## src/rtl/frag_seq_pkg.sv

```systemverilog
package frag_seq_pkg;

  localparam int CNT_W = 6;

  typedef enum logic [1:0] {
    MODE_CNT6   = 2'd0,
    MODE_CNT4   = 2'd1,
    MODE_TOGGLE = 2'd2,
    MODE_TOG_B  = 2'd3
  } frag_mode_e;

  localparam logic ERR_FRAG = 1'b0;
  localparam logic ERR_TXUF = 1'b1;

  function automatic logic [CNT_W-1:0] cnt_mask(input frag_mode_e m);
    case (m)
      MODE_CNT6: cnt_mask = 6'h3F;
      MODE_CNT4: cnt_mask = 6'h0F;
      default:   cnt_mask = 6'h01;
    endcase
  endfunction

endpackage

```

## src/rtl/frag_err_report.sv

```systemverilog
module frag_err_report
  import frag_seq_pkg::*;
#(
  parameter int OBJ_W = 5
) (
  input  logic             clk,
  input  logic             rst_n,
  input  logic             frag_err,
  input  logic [OBJ_W-1:0] frag_obj,
  input  logic             txu,
  input  logic [OBJ_W-1:0] txu_obj,
  input  logic             flag_wr,
  input  logic             flag_wr_bit,
  output logic             irq,
  output logic [OBJ_W-1:0] info_obj,
  output logic             info_type
);

  logic             irq_d;
  logic             info_en;
  logic [OBJ_W-1:0] obj_d;
  logic             type_d;
  logic             clr;

  assign clr     = flag_wr && flag_wr_bit;
  assign info_en = frag_err || txu;

  always_comb begin
    irq_d = irq;
    if (clr)     irq_d = 1'b0;
    if (info_en) irq_d = 1'b1;
    if (frag_err) begin
      obj_d  = frag_obj;
      type_d = ERR_FRAG;
    end else begin
      obj_d  = txu_obj;
      type_d = ERR_TXUF;
    end
  end

  always_ff @(posedge clk or negedge rst_n) begin
    if (!rst_n) begin
      irq       <= 1'b0;
      info_obj  <= '0;
      info_type <= ERR_FRAG;
    end else begin
      irq <= irq_d;
      if (info_en) begin
        info_obj  <= obj_d;
        info_type <= type_d;
      end
    end
  end

  AST_SET_WINS: assert property (@(posedge clk) disable iff (!rst_n)
    info_en |=> irq);
  AST_W1C_CLEARS: assert property (@(posedge clk) disable iff (!rst_n)
    !info_en && clr |=> !irq);
  AST_FLAG_HOLDS: assert property (@(posedge clk) disable iff (!rst_n)
    !info_en && !clr |=> $stable(irq));
  AST_TXU_INFO: assert property (@(posedge clk) disable iff (!rst_n)
    txu && !frag_err |=> info_type == ERR_TXUF && info_obj == $past(txu_obj));
  AST_FRAG_FIRST: assert property (@(posedge clk) disable iff (!rst_n)
    frag_err |=> info_type == ERR_FRAG && info_obj == $past(frag_obj));

endmodule

```

## config.mk

```make
export PLATFORM = sky130hd
export DESIGN_NAME = frag_err_report
export DESIGN_NICKNAME = d
export VERILOG_FILES = /design/src/rtl/frag_seq_pkg.sv /design/src/rtl/frag_err_report.sv
export SDC_FILE = /design/constraint.sdc
export NUM_CORES = 1
export LEC_CHECK = 0
export BUFFER_PORTS_ARGS = -buffer_cell sky130_fd_sc_hd__buf_2
export CAP_MARGIN = 20
export CORE_AREA = 2 2 39 41
export DETAILED_ROUTE_END_ITERATION = 8
export DIE_AREA = 0 0 41 43
export PLACE_DENSITY_LB_ADDON = 0.08
export SYNTH_ARGS = -nofsm -noshare
export SYNTH_HDL_FRONTEND = slang
export SYNTH_SLANG_ARGS = --single-unit
```

## constraint.sdc

```tcl
create_clock -name clk -period 1.95 [get_ports clk]
set_input_delay 0.0975 -clock clk [delete_from_list [all_inputs] [get_ports clk]]
set_output_delay 0.0975 -clock clk [all_outputs]
set_load 0.005 [all_outputs]
```

==> metrics.txt, run 1 <==
# TYPE chip_impl_metric gauge
chip_impl_info{name="status",value="finished, final reports clean"} 1
chip_impl_metric{name="layout_worst_path_cycle_share",unit=""} 0.435
chip_impl_info{name="min_from",value="frag_obj[1]"} 1
chip_impl_metric{name="finalWorstPathRequiredPeriod",unit="ns"} 0.848
chip_impl_info{name="critical_path.endpoint_type",value="output port"} 1
chip_impl_metric{name="cts_hold_repair.buffers",unit=""} 1
chip_impl_info{name="critPathKind",value="flip-flop to output port"} 1
chip_impl_metric{name="grtUsageMet1",unit=""} 0.118
chip_impl_metric{name="global_route.usage.met2",unit=""} 0.125
chip_impl_metric{name="synth_nets",unit=""} 44
chip_impl_metric{name="yosys_warnings",unit=""} 0
chip_impl_metric{name="critPathArrivalTime",unit="ns"} 0.75
chip_impl_metric{name="synth-seq-area-share",unit=""} 0.574
chip_impl_metric{name="yosys.area.top_type_share",unit=""} 0.574
chip_impl_metric{name="ys_types",unit=""} 8
chip_impl_metric{name="die_footprint",unit="µm²"} 1760
chip_impl_metric{name="timing_max_transition_violations_final",unit=""} 0
chip_impl_metric{name="post_dp_cell_area",unit="µm²"} 419
chip_impl_info{name="ys_top_cells_by_area",value="sky130_fd_sc_hd__dfrtp_1 57%, sky130_fd_sc_hd__mux2i_1 16%, sky130_fd_sc_hd__o21ai_1 8.2%"} 1
chip_impl_metric{name="clk_transition_reported_paths",unit="ns"} 0.05
chip_impl_metric{name="row_cnt",unit=""} 14
chip_impl_metric{name="drtAntennaViolNets",unit=""} 0
chip_impl_metric{name="diodes",unit=""} 0
chip_impl_metric{name="layout-drive-gt1-share",unit=""} 0.472
chip_impl_metric{name="avgViaCountPerCell",unit=""} 4.29
chip_impl_metric{name="route.detailed.wl_per_inst",unit="µm"} 10.4
chip_impl_metric{name="fmax",unit="MHz"} 1180
chip_impl_metric{name="cellPowerDensity",unit="nW/µm²"} 762
chip_impl_metric{name="global_route_wire_length_before_repair",unit="µm"} 1090
chip_impl_info{name="min-delay-path-class",value="input pin to flip-flop"} 1
chip_impl_metric{name="final_design_area_no_fill",unit="µm²"} 455
chip_impl_metric{name="gp_routability_congestion",unit=""} 0.507
chip_impl_metric{name="worst-path-stages",unit=""} 1
chip_impl_info{name="master_of_the_slowest_instance_on_the_critical_path",value="sky130_fd_sc_hd__dfrtp_1"} 1
chip_impl_metric{name="synth.avg_cell_area",unit="µm²"} 10.9
chip_impl_info{name="dominant_cell_type_by_area_after_synthesis",value="sky130_fd_sc_hd__dfrtp_1"} 1
chip_impl_metric{name="report.final.hold_viol_count",unit=""} 0
chip_impl_metric{name="synth-edff-count",unit=""} 0
chip_impl_metric{name="worst_path_buf_inv",unit=""} 1
chip_impl_metric{name="worst_slew_margin_rel",unit=""} 0.871
chip_impl_info{name="worstSetupStartpointType",value="flip-flop"} 1
chip_impl_metric{name="totalNegativeSetupSlack",unit="ns"} 0
chip_impl_info{name="synth_flop_cell",value="sky130_fd_sc_hd__dfrtp_1"} 1
chip_impl_metric{name="fill_cells",unit=""} 153
chip_impl_metric{name="worst-r2r-cell-count",unit=""} 1
chip_impl_metric{name="die_h",unit="µm"} 43
chip_impl_info{name="worstHoldEndpoint",value="info_obj[1]"} 1
chip_impl_metric{name="die-width",unit="µm"} 41
chip_impl_metric{name="synth.ff_latch_count",unit=""} 7
chip_impl_metric{name="seq_power_share",unit=""} 0.469
chip_impl_info{name="grt_busiest_layer",value="met2"} 1
chip_impl_metric{name="skew",unit="ns"} 0
chip_impl_info{name="crit_family",value="flip-flops"} 1
chip_impl_metric{name="first_global_vias",unit=""} 258
chip_impl_metric{name="hold_path_depth",unit=""} 3
chip_impl_metric{name="port_buffers",unit=""} 22
chip_impl_metric{name="flow.area_growth_from_synthesis",unit="%"} 49.2
chip_impl_info{name="worstReg2RegStart",value="irq"} 1
chip_impl_metric{name="critical_path.max_stage_delay",unit="ns"} 0.38
chip_impl_metric{name="start_util",unit=""} 0.221
chip_impl_metric{name="cts.path.max_buffers",unit=""} 2
chip_impl_metric{name="power_leakage",unit="nW"} 0.243
chip_impl_metric{name="clkSinkCount",unit=""} 7
chip_impl_info{name="setup_repair_after_global_routing_missed_its_margin",value="no"} 1
chip_impl_metric{name="smallest_hold_slack",unit="ns"} 0.0629
chip_impl_metric{name="post_layout_nonfiller_instances",unit=""} 69
chip_impl_metric{name="r2r_setup_slack",unit="ns"} 1.21
chip_impl_metric{name="grt_antenna_before_repair",unit=""} 0
chip_impl_metric{name="clkLatencyLatePin",unit="ns"} 0.25
chip_impl_info{name="cts_tree",value="built"} 1
chip_impl_info{name="synth_most_common_cell",value="sky130_fd_sc_hd__dfrtp_1"} 1
chip_impl_metric{name="async_reset_ff_frac",unit=""} 1.00
chip_impl_metric{name="timing_worst_slew_pin_value",unit="ns"} 0.193
chip_impl_metric{name="place_inst",unit=""} 64
chip_impl_metric{name="swShare",unit=""} 0.236
chip_impl_metric{name="maxCapViolCount",unit=""} 0
chip_impl_metric{name="firstDrtPassIters",unit=""} 1
chip_impl_info{name="startpoint",value="irq"} 1
chip_impl_info{name="cp_cell_sequence",value="buf_2"} 1
chip_impl_metric{name="clockPowerShare",unit=""} 0.373
chip_impl_metric{name="final-setup-viol-count",unit=""} 0
chip_impl_metric{name="htree_num_levels",unit=""} 1
chip_impl_metric{name="largest_net_degree_at_the_start_of_global_routing",unit=""} 13
chip_impl_info{name="ctsRootBufferMaster",value="sky130_fd_sc_hd__clkbuf_4"} 1
chip_impl_metric{name="cts.repair.resized",unit=""} 0
chip_impl_metric{name="tritoncts.num_buffers",unit=""} 3
chip_impl_metric{name="critical_path.max_fanout",unit=""} 2
chip_impl_metric{name="fin_nets",unit=""} 70
chip_impl_info{name="r2r-end",value="irq"} 1
chip_impl_metric{name="core",unit="µm²"} 1380
chip_impl_metric{name="internal_power",unit="W"} 0.000265
chip_impl_metric{name="required_time_at_the_worst_slack_endpoint",unit="ns"} 1.85
chip_impl_metric{name="gr-total-overflow",unit=""} 0
chip_impl_metric{name="globalRouteMet3Util",unit=""} 0.0681
chip_impl_metric{name="cts_post_setup_buffers_inserted",unit=""} 0
chip_impl_metric{name="ir_drop",unit="V"} 0.000251
chip_impl_metric{name="ioPinCount",unit=""} 23
chip_impl_metric{name="synth_area",unit="µm²"} 305
chip_impl_metric{name="netSwitchingPower",unit="W"} 0.0000819
chip_impl_metric{name="grt_util_all_layers",unit=""} 0.0961
chip_impl_metric{name="drc",unit=""} 0
chip_impl_info{name="synth.cells.most_frequent",value="7 x sky130_fd_sc_hd__dfrtp_1, 6 x sky130_fd_sc_hd__nand2_1, 5 x sky130_fd_sc_hd__mux2i_1, 5 x sky130_fd_sc_hd__o21ai_1, 2 x sky130_fd_sc_hd__nor2_1"} 1
chip_impl_metric{name="drt_iter0_drc",unit=""} 0
chip_impl_metric{name="share_comb_of_total_power",unit=""} 0.157
chip_impl_metric{name="postSynthCellCount",unit=""} 28
chip_impl_metric{name="totalWireLength",unit="µm"} 715
chip_impl_metric{name="detailroute.via_count",unit=""} 296
-- cells in the final DEF, fill, tap and decap left out, drive strengths merged --
cell and count:
a211o 1, dlygate4sd3 1, mux2i 5, clkbuf 4
o21ai 5, nor2 2, dfrtp 7, buf 22
nand2 6
-- registers in the layout, summed over array words and instances (netlist names) --
signal	cells
info_obj	5
info_type	1
irq	1
-- worst max-delay path by stage --
| stage | end | slack, ns |
|---|---|---|
| 2_1_floorplan | irq | 1.22 |
| 3_3_place_gp | irq | 1.23 |
| 3_5_place_dp | info_obj[4] | 1.21 |
| 4_1_cts | irq | 1.09 |
| 5_1_grt | info_obj[0] | 1.06 |
| 6_report | irq | 1.10 |
-- power groups by stage --
stage | clock network [W] | registers [W] | logic (W)
after floorplan | 0 | 0.000167 | 0.0000231
after global placement | 0 | 0.000164 | 0.0000531
after detailed placement | 0 | 0.000165 | 0.0000548
after CTS | 0.000139 | 0.000163 | 0.0000564
after global routing | 0.000147 | 0.000164 | 0.0000618
final | 0.000129 | 0.000163 | 0.0000546
-- area by class of cell --
class / instances / area, µm² / area share
sequential: 7 / 175 / 0.385
timing repair buffer: 23 / 120 / 0.264
multi-input combinational: 19 / 114 / 0.250
clock buffer: 4 / 26.3 / 0.0577
tap: 16 / 20.0 / 0.0440
-- cell families (layout without fill, tap and decap cells) --
kind of cell / count (synthesis) / count (layout) / share of synthesized area
simple gates: 8 / 8 / 0.0984
mux: 5 / 5 / 0.164
flops: 7 / 7 / 0.574
buf+inv: 2 / 27 / 0.0533
compound gates: 6 / 6 / 0.111
-- per-layer routing --
layer	vias to the layer above	part of all wire	wire [µm]
met2	14	0.50	356
li1	146	-	-
met3	0	0.13	90
met4	0	0	0
met5	-	0	0
met1	136	0.37	268
-- through the flow --
stage	util	setup slack, ns	power (W)
2_1_floorplan	-	1.22	0.000190
3_3_place_gp	0.303	1.23	0.000218
3_5_place_dp	0.303	1.21	0.000220
4_1_cts	0.329	1.09	0.000358
5_1_grt	0.329	1.06	0.000373
6_report	0.329	1.10	0.000347
Power figures use the tool's default switching activity.
==> run 2: changes to the inputs <==
- ABC_AREA: unset -> 1
- clock period: 1.95 -> 0.8 ns (I/O delays scaled with it)
==> metrics.txt, run 2 <==
# TYPE chip_impl_metric gauge
chip_impl_metric{name="critPathArrivalTime",unit="ns"} 0.75
chip_impl_metric{name="die_h",unit="µm"} 43
chip_impl_metric{name="ys_types",unit=""} 8
chip_impl_metric{name="timing_worst_slew_pin_value",unit="ns"} 0.181
chip_impl_metric{name="drc",unit=""} 0
chip_impl_info{name="setup_repair_after_global_routing_missed_its_margin",value="yes"} 1
chip_impl_info{name="crit_family",value="flip-flops"} 1
chip_impl_metric{name="htree_num_levels",unit=""} 1
chip_impl_metric{name="synth-edff-count",unit=""} 0
chip_impl_info{name="worstSetupStartpointType",value="flip-flop"} 1
chip_impl_metric{name="drt_iter0_drc",unit=""} 3
chip_impl_metric{name="dp_hpwl",unit="µm"} 667
chip_impl_metric{name="synth.ff_latch_count",unit=""} 7
chip_impl_metric{name="totalNegativeSetupSlack",unit="ns"} 0
chip_impl_metric{name="start_util",unit=""} 0.241
chip_impl_metric{name="synth-seq-area-share",unit=""} 0.526
chip_impl_info{name="synth_flop_cell",value="sky130_fd_sc_hd__dfrtp_1"} 1
chip_impl_metric{name="grt_antenna_before_repair",unit=""} 0
chip_impl_metric{name="ioPinCount",unit=""} 23
chip_impl_metric{name="ir_drop",unit="V"} 0.000593
chip_impl_metric{name="smallest_hold_slack",unit="ns"} 0.0117
chip_impl_metric{name="grt_util_all_layers",unit=""} 0.118
chip_impl_metric{name="final-setup-viol-count",unit=""} 0
chip_impl_info{name="reg_top3",value="info_obj x5, info_type x1, irq x1"} 1
chip_impl_metric{name="worst_path_buf_inv",unit=""} 1
chip_impl_metric{name="detailroute.via_count",unit=""} 336
chip_impl_metric{name="core",unit="µm²"} 1380
chip_impl_metric{name="gr-total-overflow",unit=""} 0
chip_impl_info{name="status",value="finished, final reports clean"} 1
chip_impl_info{name="layout.cells.most_common",value="sky130_fd_sc_hd__buf_2"} 1
chip_impl_metric{name="fin_nets",unit=""} 80
chip_impl_metric{name="power_leakage",unit="nW"} 0.281
chip_impl_metric{name="async_reset_ff_frac",unit=""} 1.00
chip_impl_metric{name="worst_slew_margin_rel",unit=""} 0.879
chip_impl_metric{name="layout-drive-gt1-share",unit=""} 0.540
chip_impl_metric{name="maxCapViolCount",unit=""} 0
chip_impl_metric{name="fmax",unit="MHz"} 1270
chip_impl_info{name="critical_path.endpoint_type",value="output port"} 1
chip_impl_metric{name="synth_area",unit="µm²"} 333
chip_impl_info{name="r2r-end",value="info_obj[0]"} 1
chip_impl_metric{name="flow.area_growth_from_synthesis",unit="%"} 51.1
chip_impl_metric{name="tritoncts.num_buffers",unit=""} 3
chip_impl_metric{name="cellPowerDensity",unit="nW/µm²"} 1750
chip_impl_info{name="worstHoldEndpoint",value="info_obj[2]"} 1
chip_impl_metric{name="global_route_wire_length_before_repair",unit="µm"} 1310
chip_impl_info{name="worstReg2RegStart",value="info_obj[0]"} 1
chip_impl_metric{name="required_time_at_the_worst_slack_endpoint",unit="ns"} 0.76
chip_impl_metric{name="clkSinkCount",unit=""} 7
chip_impl_info{name="ctsRootBufferMaster",value="sky130_fd_sc_hd__clkbuf_4"} 1
chip_impl_metric{name="synth_nets",unit=""} 51
chip_impl_metric{name="critical_path.max_stage_delay",unit="ns"} 0.37
chip_impl_metric{name="avgViaCountPerCell",unit=""} 4.25
chip_impl_info{name="most-common-layout-cells",value="22 x sky130_fd_sc_hd__buf_2, 13 x sky130_fd_sc_hd__nand2_1, 7 x sky130_fd_sc_hd__dfrtp_1, 5 x sky130_fd_sc_hd__nand3_1, 5 x sky130_fd_sc_hd__nand3_2"} 1
chip_impl_metric{name="die_footprint",unit="µm²"} 1760
chip_impl_metric{name="cts.repair.resized",unit=""} 0
chip_impl_metric{name="cts.path.max_buffers",unit=""} 2
chip_impl_info{name="master_of_the_slowest_instance_on_the_critical_path",value="sky130_fd_sc_hd__dfrtp_1"} 1
chip_impl_info{name="ys_top_cells_by_area",value="sky130_fd_sc_hd__dfrtp_1 53%, sky130_fd_sc_hd__nand3_2 15%, sky130_fd_sc_hd__nand2_1 15%"} 1
chip_impl_metric{name="fin_ws",unit="ns"} 0.0107
chip_impl_metric{name="synth.avg_cell_area",unit="µm²"} 9.51
chip_impl_metric{name="largest_reg_flops",unit=""} 5
chip_impl_info{name="dominant_cell_type_by_area_after_synthesis",value="sky130_fd_sc_hd__dfrtp_1"} 1
chip_impl_metric{name="worst-r2r-cell-count",unit=""} 3
chip_impl_metric{name="row_cnt",unit=""} 14
chip_impl_metric{name="clk_transition_reported_paths",unit="ns"} 0.05
chip_impl_metric{name="timing_max_transition_violations_final",unit=""} 0
chip_impl_metric{name="clkLatencyLatePin",unit="ns"} 0.25
chip_impl_metric{name="totalWireLength",unit="µm"} 865
chip_impl_metric{name="first_global_vias",unit=""} 321
chip_impl_metric{name="r2r_setup_slack",unit="ns"} 0.07
chip_impl_metric{name="finalWorstPathRequiredPeriod",unit="ns"} 0.789
chip_impl_metric{name="share_of_the_core_filled_with_cells_in_the_final_layout",unit=""} 0.363
chip_impl_info{name="synth_most_common_cell",value="sky130_fd_sc_hd__nand2_1"} 1
chip_impl_metric{name="hold_path_depth",unit=""} 3
chip_impl_metric{name="yosys_warnings",unit=""} 0
chip_impl_metric{name="firstDrtPassIters",unit=""} 4
chip_impl_metric{name="postSynthCellCount",unit=""} 35
chip_impl_info{name="min_from",value="frag_obj[2]"} 1
chip_impl_metric{name="critical_path.max_fanout",unit=""} 2
chip_impl_info{name="cts_tree",value="built"} 1
chip_impl_metric{name="largest_net_degree_at_the_start_of_global_routing",unit=""} 9
chip_impl_metric{name="die-width",unit="µm"} 41
chip_impl_info{name="critPathKind",value="flip-flop to output port"} 1
chip_impl_info{name="min-delay-path-class",value="input pin to flip-flop"} 1
chip_impl_metric{name="layout_worst_path_cycle_share",unit=""} 0.987
chip_impl_metric{name="drtAntennaViolNets",unit=""} 0
chip_impl_metric{name="port_buffers",unit=""} 22
chip_impl_metric{name="total_power",unit="W"} 0.000879
chip_impl_metric{name="diodes",unit=""} 0
chip_impl_metric{name="route.detailed.wl_per_inst",unit="µm"} 10.9
chip_impl_metric{name="yosys.area.top_type_share",unit=""} 0.526
chip_impl_metric{name="report.final.hold_viol_count",unit=""} 0
chip_impl_info{name="largest_register",value="info_obj"} 1
chip_impl_info{name="cp_cell_sequence",value="buf_2"} 1
chip_impl_metric{name="preCtsSetupSlack",unit="ns"} 0.185
chip_impl_metric{name="gp_routability_congestion",unit=""} 0.617
chip_impl_info{name="synth.cells.most_frequent",value="13 x sky130_fd_sc_hd__nand2_1, 7 x sky130_fd_sc_hd__dfrtp_1, 5 x sky130_fd_sc_hd__nand3_1, 5 x sky130_fd_sc_hd__nand3_2, 2 x sky130_fd_sc_hd__nor2_1"} 1
chip_impl_metric{name="skew",unit="ns"} 0
run 2: layout make-up:
class | count | area [µm²]
Sequential cell | 7 | 175
Multi-Input combinational cell | 26 | 143
Clock buffer | 4 | 26.3
Tap cell | 16 | 20.0
Timing Repair Buffer | 25 | 135
Fill cell | 153 | 881
Inverter | 1 | 3.75
run 2: worst max-delay path by stage:
| stage | start | endpoint | slack [ns] | cells after the start |
|---|---|---|---|---|
| 3_5_place_dp | frag_err | info_obj[4] | 0.18 | 4 |
| 2_1_floorplan | info_obj[0] | info_obj[0] | 0.19 | 2 |
| 5_1_grt | info_type | info_type | -0.04 | 1 |
| 4_1_cts | info_obj[1] | info_obj[1] | -0.006 | 1 |
| 6_report | info_type | info_type | 0.01 | 1 |
| 3_3_place_gp | frag_err | info_obj[4] | 0.17 | 4 |
run 2: layer usage:
metal  part of all wire  track usage  routed length, µm  up-vias
met5                  0            0                  0        -
met4              0.012        0.120                 10        0
met3              0.099       0.0314                 86        2
met2               0.47        0.150                410       14
met1               0.41        0.148                358      151
li1                   -            -                  -      169
run 2: power breakdown:
part / internal, W / leakage (nW) / switching [W] / total, W
sequential: 0.000383 / 0.0823 / 0.0000134 / 0.000397
clock: 0.000190 / 0.0150 / 0.000130 / 0.000321
combinational: 0.0000845 / 0.184 / 0.0000768 / 0.000161
total: 0.000658 / 0.281 / 0.000220 / 0.000879
run 2: logic make-up after synthesis:
family	synth area share
AND/OR/NAND/NOR	0.429
buffers and inverters	0.0451
flip-flops	0.526
run 2: through the flow:
| stage | cells | area (µm²) |
|---|---|---|
| 2_1_floorplan | 35 | 333 |
| 3_3_place_gp | 72 | 452 |
| 3_5_place_dp | 72 | 452 |
| 4_1_cts | 78 | 495 |
| 5_1_grt | 79 | 503 |
| 6_report | 79 | 503 |
run 2: what timing repair did:
item                                   in CTS  in global routing
gates cloned                                0                  0
setup endpoints to repair                   4                  7
hold buffers                                1                  0
endpoints found under the hold margin       7                  0
setup buffers                               1                  1
==> run 3: changes to the inputs <==
- BUFFER_PORTS_ARGS: -buffer_cell sky130_fd_sc_hd__buf_2 -> unset
- DONT_BUFFER_PORTS: unset -> 1
- RECOVER_POWER: unset -> 25
- SETUP_SLACK_MARGIN: unset -> 0.02
==> metrics.txt, run 3 (synthesized netlist as in run 2, its figures left out) <==
# TYPE chip_impl_metric gauge
chip_impl_info{name="min-delay-path-class",value="input pin to flip-flop"} 1
chip_impl_metric{name="gp_routability_congestion",unit=""} 0.611
chip_impl_info{name="setup_repair_after_global_routing_missed_its_margin",value="no"} 1
chip_impl_metric{name="core",unit="µm²"} 1380
chip_impl_metric{name="cellPowerDensity",unit="nW/µm²"} 1650
chip_impl_metric{name="worst-r2r-cell-count",unit=""} 2
chip_impl_info{name="ctsRootBufferMaster",value="sky130_fd_sc_hd__clkbuf_4"} 1
chip_impl_info{name="cts_tree",value="built"} 1
chip_impl_info{name="master_of_the_slowest_instance_on_the_critical_path",value="sky130_fd_sc_hd__dlygate4sd3_1"} 1
chip_impl_metric{name="drtAntennaViolNets",unit=""} 0
chip_impl_metric{name="first_global_vias",unit=""} 325
chip_impl_metric{name="report.final.hold_viol_count",unit=""} 6
chip_impl_metric{name="largest_reg_flops",unit=""} 5
chip_impl_metric{name="grt_antenna_before_repair",unit=""} 0
chip_impl_info{name="status",value="finished with violations"} 1
chip_impl_metric{name="drt_iter0_drc",unit=""} 1
chip_impl_metric{name="largest_net_degree_at_the_start_of_global_routing",unit=""} 8
chip_impl_metric{name="maxCapViolCount",unit=""} 0
chip_impl_metric{name="power_leakage",unit="nW"} 0.243
chip_impl_metric{name="critical_path.max_fanout",unit=""} 6
chip_impl_metric{name="ioPinCount",unit=""} 23
chip_impl_metric{name="cts_hold_repair.buffers",unit=""} 16
chip_impl_info{name="failed_checks",value="negative hold slack"} 1
chip_impl_metric{name="start_util",unit=""} 0.241
chip_impl_metric{name="route.detailed.wl_per_inst",unit="µm"} 12.8
chip_impl_metric{name="flow.area_growth_from_synthesis",unit="%"} 55.6
chip_impl_info{name="reg_top3",value="info_obj x5, info_type x1, irq x1"} 1
chip_impl_metric{name="worst_slew_margin_rel",unit=""} 0.773
chip_impl_metric{name="fin_nets",unit=""} 70
chip_impl_metric{name="diodes",unit=""} 0
chip_impl_metric{name="hold_path_depth",unit=""} 2
chip_impl_info{name="most-common-layout-cells",value="15 x sky130_fd_sc_hd__dlygate4sd3_1, 13 x sky130_fd_sc_hd__nand2_1, 7 x sky130_fd_sc_hd__dfrtp_1, 5 x sky130_fd_sc_hd__nand3_1, 5 x sky130_fd_sc_hd__nand3_2"} 1
chip_impl_info{name="largest_register",value="info_obj"} 1
chip_impl_metric{name="ir_drop",unit="V"} 0.000709
chip_impl_metric{name="gr-total-overflow",unit=""} 0
chip_impl_metric{name="firstDrtPassIters",unit=""} 2
chip_impl_metric{name="total_power",unit="W"} 0.000857
chip_impl_metric{name="dp_hpwl",unit="µm"} 601
chip_impl_metric{name="layout-drive-gt1-share",unit=""} 0.189
chip_impl_metric{name="post_dp_cell_area",unit="µm²"} 342
chip_impl_metric{name="row_cnt",unit=""} 14
chip_impl_metric{name="worst-path-stages",unit=""} 3
chip_impl_metric{name="avgViaCountPerCell",unit=""} 4.43
chip_impl_metric{name="die-width",unit="µm"} 41
chip_impl_metric{name="finalWorstPathRequiredPeriod",unit="ns"} 0.760
chip_impl_metric{name="required_time_at_the_worst_slack_endpoint",unit="ns"} 0.93
chip_impl_metric{name="fmax",unit="MHz"} 1320
chip_impl_metric{name="htree_num_levels",unit=""} 1
chip_impl_metric{name="clkSinkCount",unit=""} 7
chip_impl_metric{name="tritoncts.num_buffers",unit=""} 3
chip_impl_metric{name="timing_worst_slew_pin_value",unit="ns"} 0.339
chip_impl_metric{name="global_route_wire_length_before_repair",unit="µm"} 1410
chip_impl_metric{name="share_of_the_core_filled_with_cells_in_the_final_layout",unit=""} 0.374
chip_impl_metric{name="totalNegativeSetupSlack",unit="ns"} 0
chip_impl_info{name="critical_path.endpoint_type",value="flip-flop"} 1
chip_impl_metric{name="fin_ws",unit="ns"} 0.0398
chip_impl_metric{name="preCtsSetupSlack",unit="ns"} 0.155
chip_impl_metric{name="clkLatencyLatePin",unit="ns"} 0.24
chip_impl_info{name="critPathKind",value="input pin to flip-flop"} 1
chip_impl_metric{name="die_h",unit="µm"} 43
chip_impl_metric{name="drc",unit=""} 0
chip_impl_metric{name="skew",unit="ns"} 0
chip_impl_metric{name="critPathArrivalTime",unit="ns"} 0.89
chip_impl_metric{name="smallest_hold_slack",unit="ns"} -0.0887
chip_impl_metric{name="cts.path.max_buffers",unit=""} 2
chip_impl_metric{name="port_buffers",unit=""} 0
chip_impl_metric{name="clk_transition_reported_paths",unit="ns"} 0.05
chip_impl_metric{name="layout_worst_path_cycle_share",unit=""} 0.950
chip_impl_metric{name="totalWireLength",unit="µm"} 880
chip_impl_info{name="layout.cells.most_common",value="sky130_fd_sc_hd__dlygate4sd3_1"} 1
chip_impl_info{name="cp_cell_sequence",value="dlygate4sd3_1, nand3_1, nand3_2"} 1
chip_impl_metric{name="grt_util_all_layers",unit=""} 0.127
chip_impl_info{name="crit_family",value="buffers and inverters"} 1
chip_impl_metric{name="timing_max_transition_violations_final",unit=""} 0
chip_impl_metric{name="final-setup-viol-count",unit=""} 0
chip_impl_metric{name="cts.repair.resized",unit=""} 0
chip_impl_info{name="worstSetupStartpointType",value="input pin"} 1
chip_impl_metric{name="detailroute.via_count",unit=""} 306
chip_impl_metric{name="worst_path_buf_inv",unit=""} 1
chip_impl_metric{name="final_design_area_no_fill",unit="µm²"} 518
chip_impl_metric{name="die_footprint",unit="µm²"} 1760
chip_impl_metric{name="critical_path.max_stage_delay",unit="ns"} 0.63
-- run 3: through the flow --
step                hold WS (ns)  cells
floorplan                 -0.256     35
global placement          -0.255     50
detailed placement        -0.255     50
CTS                      0.00795     70
global route             -0.0876     69
finish                   -0.0887     69
-- run 3: path summary, 6_finish.rpt --
path                       slack [ns]          end         from
max reg2reg                      0.14  info_obj[1]  info_obj[1]
min in group asynchronous        0.13  info_obj[3]        rst_n
max in group asynchronous        0.42  info_obj[4]        rst_n
max                              0.04  info_obj[1]          txu
min reg2reg                      0.50          irq          irq
min                             -0.09          irq          txu
-- run 3: cell type report --
class                   count  area (µm²)
fillers                   150         866
multi-input cells          26         143
inverters                   1        3.75
well taps                  16        20.0
flip-flops and latches      7         175
clock buffers               4        26.3
repair buffers             15         150
-- run 3: power by group --
group	switching (W)	leakage (nW)	total, W	internal, W
combinational	0.0000565	0.145	0.000132	0.0000754
sequential	0.0000226	0.0823	0.000406	0.000384
clock	0.000129	0.0150	0.000319	0.000190
total	0.000208	0.243	0.000857	0.000649
-- run 3: layer usage --
layer,vias to the layer above,GRT usage,routed length (µm)
met4,0,0.0800,10
met5,-,0,0
met2,14,0.175,428
met1,137,0.152,376
li1,153,-,-
met3,2,0.0576,66
-- run 3: timing repair --
item,CTS,global route
endpoints found under the setup margin,0,6
setup buffers,0,0
hold endpoints to repair,14,5
